### src/rtl/ow_triplet_pkg.sv
package ow_triplet_pkg;
  typedef enum logic [2:0] {
    ST_IDLE,
    ST_RD_ID,
    ST_RD_CMP,
    ST_DECIDE,
    ST_WR_DIR,
    ST_DONE
  } trip_state_t;

  localparam int CODE_W = 3;
  localparam logic [CODE_W-1:0] CODE_NODEV = 3'b011;
endpackage

### src/rtl/ow_slot_timer.sv
module ow_slot_timer #(
  parameter int TMO_CYCLES = 64
) (
  input  logic clk,
  input  logic rst,
  input  logic req,
  input  logic done,
  output logic expire
);
  localparam int CW = (TMO_CYCLES > 2) ? $clog2(TMO_CYCLES) : 1;
  localparam logic [CW-1:0] LAST = CW'(TMO_CYCLES - 1);

  logic [CW-1:0] cnt_q;

  // the abort fires in the TMO_CYCLES-th request cycle if done is still missing
  assign expire = req && !done && (cnt_q == LAST);

  always_ff @(posedge clk) begin
    if (rst) begin
      cnt_q <= '0;
    end else if (!req || done || expire) begin
      cnt_q <= '0;
    end else begin
      cnt_q <= cnt_q + 1'b1;
    end
  end

  p_cnt_bound_r11: assert property (@(posedge clk) disable iff (rst)
    cnt_q <= LAST);
  p_cnt_idle_r11: assert property (@(posedge clk) disable iff (rst)
    !req |=> cnt_q == '0);
endmodule

### src/rtl/ow_branch_pick.sv
module ow_branch_pick
  import ow_triplet_pkg::*;
(
  input  logic              id_bit,
  input  logic              cmp_bit,
  input  logic              pref,
  output logic              dir,
  output logic              no_dev,
  output logic [CODE_W-1:0] code
);
  always_comb begin
    no_dev = id_bit && cmp_bit;
    if (no_dev) begin
      dir = 1'b0;
    end else if (!id_bit && !cmp_bit) begin
      dir = pref;
    end else begin
      dir = id_bit;
    end
    code = {dir, cmp_bit, id_bit};
  end
endmodule

### src/rtl/ow_triplet_seq.sv
module ow_triplet_seq
  import ow_triplet_pkg::*;
#(
  parameter int TMO_CYCLES = 64
) (
  input  logic              clk,
  input  logic              rst,
  input  logic              start_i,
  input  logic              pref_dir_i,
  output logic              slot_req_o,
  output logic              slot_rd_o,
  output logic              slot_wbit_o,
  input  logic              slot_done_i,
  input  logic              slot_rbit_i,
  output logic              step_done_o,
  output logic [CODE_W-1:0] step_code_o,
  output logic              step_err_o
);
  trip_state_t       state_q;
  logic              req_q, rd_q, wbit_q;
  logic              id_q, cmp_q, pref_q;
  logic [CODE_W-1:0] code_q;
  logic              err_q;
  logic              expire;
  logic              pick_dir, pick_nodev;
  logic [CODE_W-1:0] pick_code;
  logic              slot_ack;

  ow_slot_timer #(.TMO_CYCLES(TMO_CYCLES)) u_timer (
    .clk    (clk),
    .rst    (rst),
    .req    (req_q),
    .done   (slot_done_i),
    .expire (expire)
  );

  ow_branch_pick u_pick (
    .id_bit  (id_q),
    .cmp_bit (cmp_q),
    .pref    (pref_q),
    .dir     (pick_dir),
    .no_dev  (pick_nodev),
    .code    (pick_code)
  );

  assign slot_ack = req_q && slot_done_i;

  always_ff @(posedge clk) begin
    if (rst) begin
      state_q <= ST_IDLE;
      req_q   <= 1'b0;
      rd_q    <= 1'b1;
      wbit_q  <= 1'b0;
      id_q    <= 1'b0;
      cmp_q   <= 1'b0;
      pref_q  <= 1'b0;
      code_q  <= CODE_NODEV;
      err_q   <= 1'b0;
    end else begin
      case (state_q)
        ST_IDLE: begin
          err_q <= 1'b0;
          if (start_i) begin
            pref_q  <= pref_dir_i;
            rd_q    <= 1'b1;
            state_q <= ST_RD_ID;
          end
        end
        ST_RD_ID, ST_RD_CMP: begin
          if (!req_q) begin
            req_q <= 1'b1;
          end else if (slot_ack) begin
            req_q <= 1'b0;
            if (state_q == ST_RD_ID) begin
              id_q    <= slot_rbit_i;
              state_q <= ST_RD_CMP;
            end else begin
              cmp_q   <= slot_rbit_i;
              state_q <= ST_DECIDE;
            end
          end else if (expire) begin
            req_q   <= 1'b0;
            code_q  <= CODE_NODEV;
            err_q   <= 1'b1;
            state_q <= ST_DONE;
          end
        end
        ST_DECIDE: begin
          if (pick_nodev) begin
            code_q  <= pick_code;
            state_q <= ST_DONE;
          end else begin
            wbit_q  <= pick_dir;
            rd_q    <= 1'b0;
            state_q <= ST_WR_DIR;
          end
        end
        ST_WR_DIR: begin
          if (!req_q) begin
            req_q <= 1'b1;
          end else if (slot_ack) begin
            req_q   <= 1'b0;
            rd_q    <= 1'b1;
            code_q  <= pick_code;
            state_q <= ST_DONE;
          end else if (expire) begin
            req_q   <= 1'b0;
            rd_q    <= 1'b1;
            code_q  <= CODE_NODEV;
            err_q   <= 1'b1;
            state_q <= ST_DONE;
          end
        end
        ST_DONE: begin
          err_q   <= 1'b0;
          state_q <= ST_IDLE;
        end
        default: state_q <= ST_IDLE;
      endcase
    end
  end

  assign slot_req_o  = req_q;
  assign slot_rd_o   = rd_q;
  assign slot_wbit_o = wbit_q;
  assign step_done_o = (state_q == ST_DONE);
  assign step_code_o = code_q;
  assign step_err_o  = err_q;

  p_req_held_r3: assert property (@(posedge clk) disable iff (rst)
    (slot_req_o && !slot_done_i && !expire) |=> slot_req_o);
  p_req_drop_r3: assert property (@(posedge clk) disable iff (rst)
    (slot_req_o && slot_done_i) |=> !slot_req_o);
  p_done_pulse_r9: assert property (@(posedge clk) disable iff (rst)
    step_done_o |=> !step_done_o);
  p_code_stable_r9: assert property (@(posedge clk) disable iff (rst)
    !step_done_o |-> $stable(step_code_o));
  p_err_code_r11: assert property (@(posedge clk) disable iff (rst)
    step_err_o |-> (step_done_o && step_code_o == CODE_NODEV));
  p_nodev_nowrite_r4: assert property (@(posedge clk) disable iff (rst)
    (slot_req_o && !slot_rd_o) |-> !(id_q && cmp_q));
endmodule

### config.mk
export PLATFORM = sky130hd
export DESIGN_NAME = ow_triplet_seq
export DESIGN_NICKNAME = d
export VERILOG_FILES = /design/src/rtl/ow_triplet_pkg.sv /design/src/rtl/ow_slot_timer.sv /design/src/rtl/ow_branch_pick.sv /design/src/rtl/ow_triplet_seq.sv
export SDC_FILE = /design/constraint.sdc
export NUM_CORES = 1
export LEC_CHECK = 0
export ABC_AREA = 1
export BUFFER_PORTS_ARGS = -buffer_cell sky130_fd_sc_hd__buf_2
export CAP_MARGIN = 30
export CORE_MARGIN = 2
export CORE_UTILIZATION = 50
export CTS_CLUSTER_DIAMETER = 40
export DETAILED_ROUTE_END_ITERATION = 6
export PLACE_DENSITY = 0.71
export SYNTH_ARGS = -nofsm -noshare
export SYNTH_HDL_FRONTEND = slang
export SYNTH_SLANG_ARGS = --single-unit
### constraint.sdc
create_clock -name clk -period 1.85 [get_ports clk]
set_clock_uncertainty 0.05 [all_clocks]
set_input_delay 0.185 -clock clk [delete_from_list [all_inputs] [get_ports clk]]
set_output_delay 0.185 -clock clk [all_outputs]
set_load 0.01 [all_outputs]
# == Word-level counts from Yosys, hierarchy flattened ==
# Cells that the tools add are included.
# totals
regBits,19
input_bits,6
output_inout_bits,8
# classes
addsub,1
eq_ne,16
muxes,30
bitwise_logic,2
reduce_logical,27
# ops
op,n
$mux 3,12
$mux 1,14
$ne 2x2->1 const B,7
$pmux 3 s4,1
$reduce_and 4->1,3
$reduce_and 5->1,2
$pmux 3 s3,1
$add 6x1->6 const B,1
$eq 3x2->1 const B,2
$eq 3x3->1 const B,2
$eq 6x6->1 const B,1
$reduce_bool 3->1,2
$reduce_or 2->1,3
$logic_and 1x1->1,5
$logic_not 1->1,4
$ne 2x1->1 const B,2
$reduce_and 2->1,2
$eq 3x1->1 const B,1
$logic_not 3->1,1
$ne 3x2->1 const B,1
$pmux 1 s3,1
$reduce_and 3->1,1
$reduce_or 3->1,1
$logic_or 1x1->1,2
3 further kinds,4

# == Logic depth before layout (Yosys ltp) ==
# depth
depth_word,7
depth_mapped,10
ltp_nobuf,10

# == Hierarchy ==
# A second synthesis with hierarchy kept.
# hier_totals
hier_cells,177
area_unflattened_um2,1161.1
# modules_own_cells
mod,n_inst,cells_each,area_per_inst_um2,seq_area_each_um2
ow_triplet_seq,1,134,839.6,260.2
ow_slot_timer,1,36,284.0,120.1
ow_branch_pick,1,7,37.5,0.0

# == Least setup slack after synthesis ==
# Ideal clock, no wire load.
# synth_timing
kind,register to register
startpoint,register u_timer.cnt_q[0]
endpoint,register rd_q (netlist: slot_rd_o)
setup_time_ns,0.123
arrival_ns,1.228
required_time_ns,1.677
setup_slack_ns,0.449
path_stages_with_launch,9
synth_period_minus_slack_ns,1.401
cell_sequence,dfxtp_1 -> ha_1 -> nand2_1 -> nor2_1 -> nand3_2 -> nand4_1 -> nand2_1 -> a21oi_1 -> o21ai_0
# synth_between
elab_chain_cells,4
# synth_rtl
element,line,rtl
"start, declared",ow_slot_timer.sv:13,logic [CW-1:0] cnt_q;
"start signal, assigned",ow_slot_timer.sv:24,cnt_q <= cnt_q + 1'b1;
$eq 6x6->1,ow_slot_timer.sv:16,assign expire = req && !done && (cnt_q == LAST);
$logic_and 1x1->1,ow_slot_timer.sv:16,
$ne 3x2->1 (no line),--,
$reduce_and 5->1 (no line),--,
"end signal, assigned",ow_triplet_seq.sv:52,rd_q <= 1'b1;
"end signal, assigned",ow_triplet_seq.sv:65,rd_q <= 1'b1;
"end signal, assigned",ow_triplet_seq.sv:94,rd_q <= 1'b0;
"end, declared",ow_triplet_seq.sv:20,"logic req_q, rd_q, wbit_q;"
# No other way between the ends.
# A chain may end at the register's enable or synchronous reset.

# == Final worst setup path ==
# Ends and elaborated chain as after synthesis.

==> out/results.tsv <==
metric	value	unit
yosysMostFrequentCell	nand2_1	
cts_root_buf	clkbuf_4	
finalCritPeriodShare	0.846	
finalSetupTns	0	ns
synthTopCellsByCount	nand2_1, dfxtp_1, nor2_1	
ys_ff_latch	19	
totalPowerFinal	0.936	mW
place.detailed.hpwl	1550	um
synthTopCellsByArea	dfxtp_1, nand2_1, a21oi_1	
synth_top_cell_by_area	dfxtp_1	
slew_headroom	0.788	
crit_family	simple AND/OR/NAND/NOR gates	
cts_buffers	3	
crit_chain	ha_1 -> nand2_1 -> nor2_1 -> nand3_2 -> nand4_1 -> nand2_1 -> a21oi_1 -> o21ai_0	
hold_viol_final	0	
die_w	48.2	um
cts.sinks	19	
first_pass_iters	4	
ys_types	24	
path_clk_slew	0.11	ns
grt_pass1_wl	3130	um
critPathSlowestCell	dfxtp_1	
drt-total-wl	1970	um
insertion_delay	0.30	ns
r2r-start	u_timer.cnt_q[0]	
worst-path-buf-inv	0	
cts_resized	0	
vias	915	
detail-route-antenna-nets	0	
synthFlopType	dfxtp_1	
coreArea	1780	um2
setup_viol	0	
post_drt_wl_per_cell	10.9	um
async_reset_ff_frac	0	
portBuffers	13	
cp_max_fo	9	
yosysWarnings	0	
grt_util_all_layers	0.198	
finalMaxSlewViolations	0	
yosysTopAreaCellShare	0.389	
p_per_area	857	nW/um2
postCtsHoldBufs	0	
drc	0	
post-route-worst-setup-slack	0.285	ns
syn2layout_area_growth	11.8	%
grt.overflow.total	0	
syn-cell-area	977	um2
cap_violations	0	
avgSynthCellArea	6.98	um2
grt_pass1_vias	779	
drtIter0Drc	16	
status	complete, no violations	
start_util	0.548	
path_class	register to register	
max_stage_delay	0.37	ns
drive_above_1_share	0.231	
clk_path_buf_depth	2	
cts_setup_buffers	0	
leakage	0.473	nW
cp.arrival	1.71	ns
required	2.00	ns
place_ws	0.309	ns
viasPerCell	5.06	
io_pins	14	
rows	15	
place_congestion	0.891	
die_y	48.2	um
r2r_slack	0.28	ns
synth-edff-count	0	
cp-endpoint	slot_rd_o	
ys_seq_area_frac	0.389	
synthCells	140	
cp_common_cell	nand2_1	
antenna_found_initial	0	
reg2reg_to	slot_rd_o	
cp-end-kind	register	
cp.depth	8	
startpoint	u_timer.cnt_q[0]	
tightestPinTransition	0.316	ns
fmax	639	MHz
min_period	1.57	ns
die-area	2320	um2
rsz0062_at_grt	false	
rr_worst_depth	8	
grt_max_degree	11	
htree_levels	1	
cts_tree	yes	
finalNetCount	164	
ir_drop	0.756	mV
diodes	0	
cp-start-kind	register	
synth_nets	147	
hp-class	input pin to register	
==> cell families after synthesis <==
logic type,after synthesis,share of synthesized area
buf+inv,18,0.0768
flops,19,0.389
xor+xnor,3,0.0269
simple gates,74,0.362
fa+ha+maj,1,0.0128
compound gates,25,0.132
==> worst min-delay path, delay by kind of cell <==
| family | cells | cell delay [ns] |
|---|---|---|
| buffers and inverters | 1 | 0.09 |
| AO/OA/AOI/OAI | 1 | 0.07 |
| AND/OR/NAND/NOR | 1 | 0.07 |
==> report_power, final <==
| group | internal, mW | leakage, nW | switching (mW) | total, mW |
|---|---|---|---|---|
| sequential | 0.435 | 0.154 | 0.0258 | 0.461 |
| clock | 0.0839 | 0.0150 | 0.123 | 0.207 |
| combinational | 0.0859 | 0.304 | 0.182 | 0.268 |
| total | 0.605 | 0.473 | 0.331 | 0.936 |
==> layer usage <==
| layer | GRT usage | wire, um |
|---|---|---|
| met5 | 0 | 0 |
| met4 | 0.0486 | 14 |
| met3 | 0.0667 | 92 |
| met2 | 0.358 | 970 |
| met1 | 0.222 | 888 |
==> stage by stage <==
step | hold WS, ns | cells | instance area (um2) | util
final | 0.106 | 181 | 1090 | 0.613
after global routing | 0.116 | 181 | 1090 | 0.613
after CTS | 0.109 | 181 | 1090 | 0.613
after detailed placement | 0.396 | 177 | 1070 | 0.598
after global placement | 0.380 | 177 | 1070 | 0.598
after floorplan | 0.299 | 140 | 977 | -
==> layout by cell type, fill, tap and decap left out <==
master and instances:
nand2_1 25, dfxtp_1 19, nor2_1 16, a21oi_1 13, buf_2 13, inv_1 12, nand3_1 12, o21ai_0 8
nand2_2 7, inv_2 4, nor3_1 4, nor2_2 4, clkbuf_4 3, nand3_2 2, xnor2_1 2, o21ai_1 2
nor3b_1 1, nor2_4 1, o21a_1 1, nand4_1 1, or2_2 1, a31oi_1 1, xor2_1 1, ha_1 1
clkbuf_1 1, buf_4 1
==> state kept, by name, indices dropped and copies added (netlist names) <==
register	count
cmp_q	1
id_q	1
pref_q	1
slot_rd_o	1
slot_req_o	1
slot_wbit_o	1
state_q	3
step_code_o	3
step_err_o	1
u_timer.cnt_q	6
==> how the worst min path moves through the flow <==
stage,startpoint,endpoint,slack [ns],depth (start not counted)
2_1_floorplan,pref_dir_i,pref_q,0.30,2
3_3_place_gp,u_timer.cnt_q[0],u_timer.cnt_q[0],0.38,1
3_5_place_dp,u_timer.cnt_q[0],u_timer.cnt_q[0],0.40,1
4_1_cts,pref_dir_i,pref_q,0.11,3
5_1_grt,rst,step_code_o[2],0.12,2
6_report,pref_dir_i,pref_q,0.11,3
==> cell type report <==
cell class	count	area, um2
Clock buffer	4	26.3
Fill cell	178	691
Inverter	16	60.1
Multi-Input combinational cell	103	522
Sequential cell	19	380
Tap cell	25	31.3
Timing Repair Buffer	14	72.6
No activity file was read; power rests on OpenSTA's default activity.
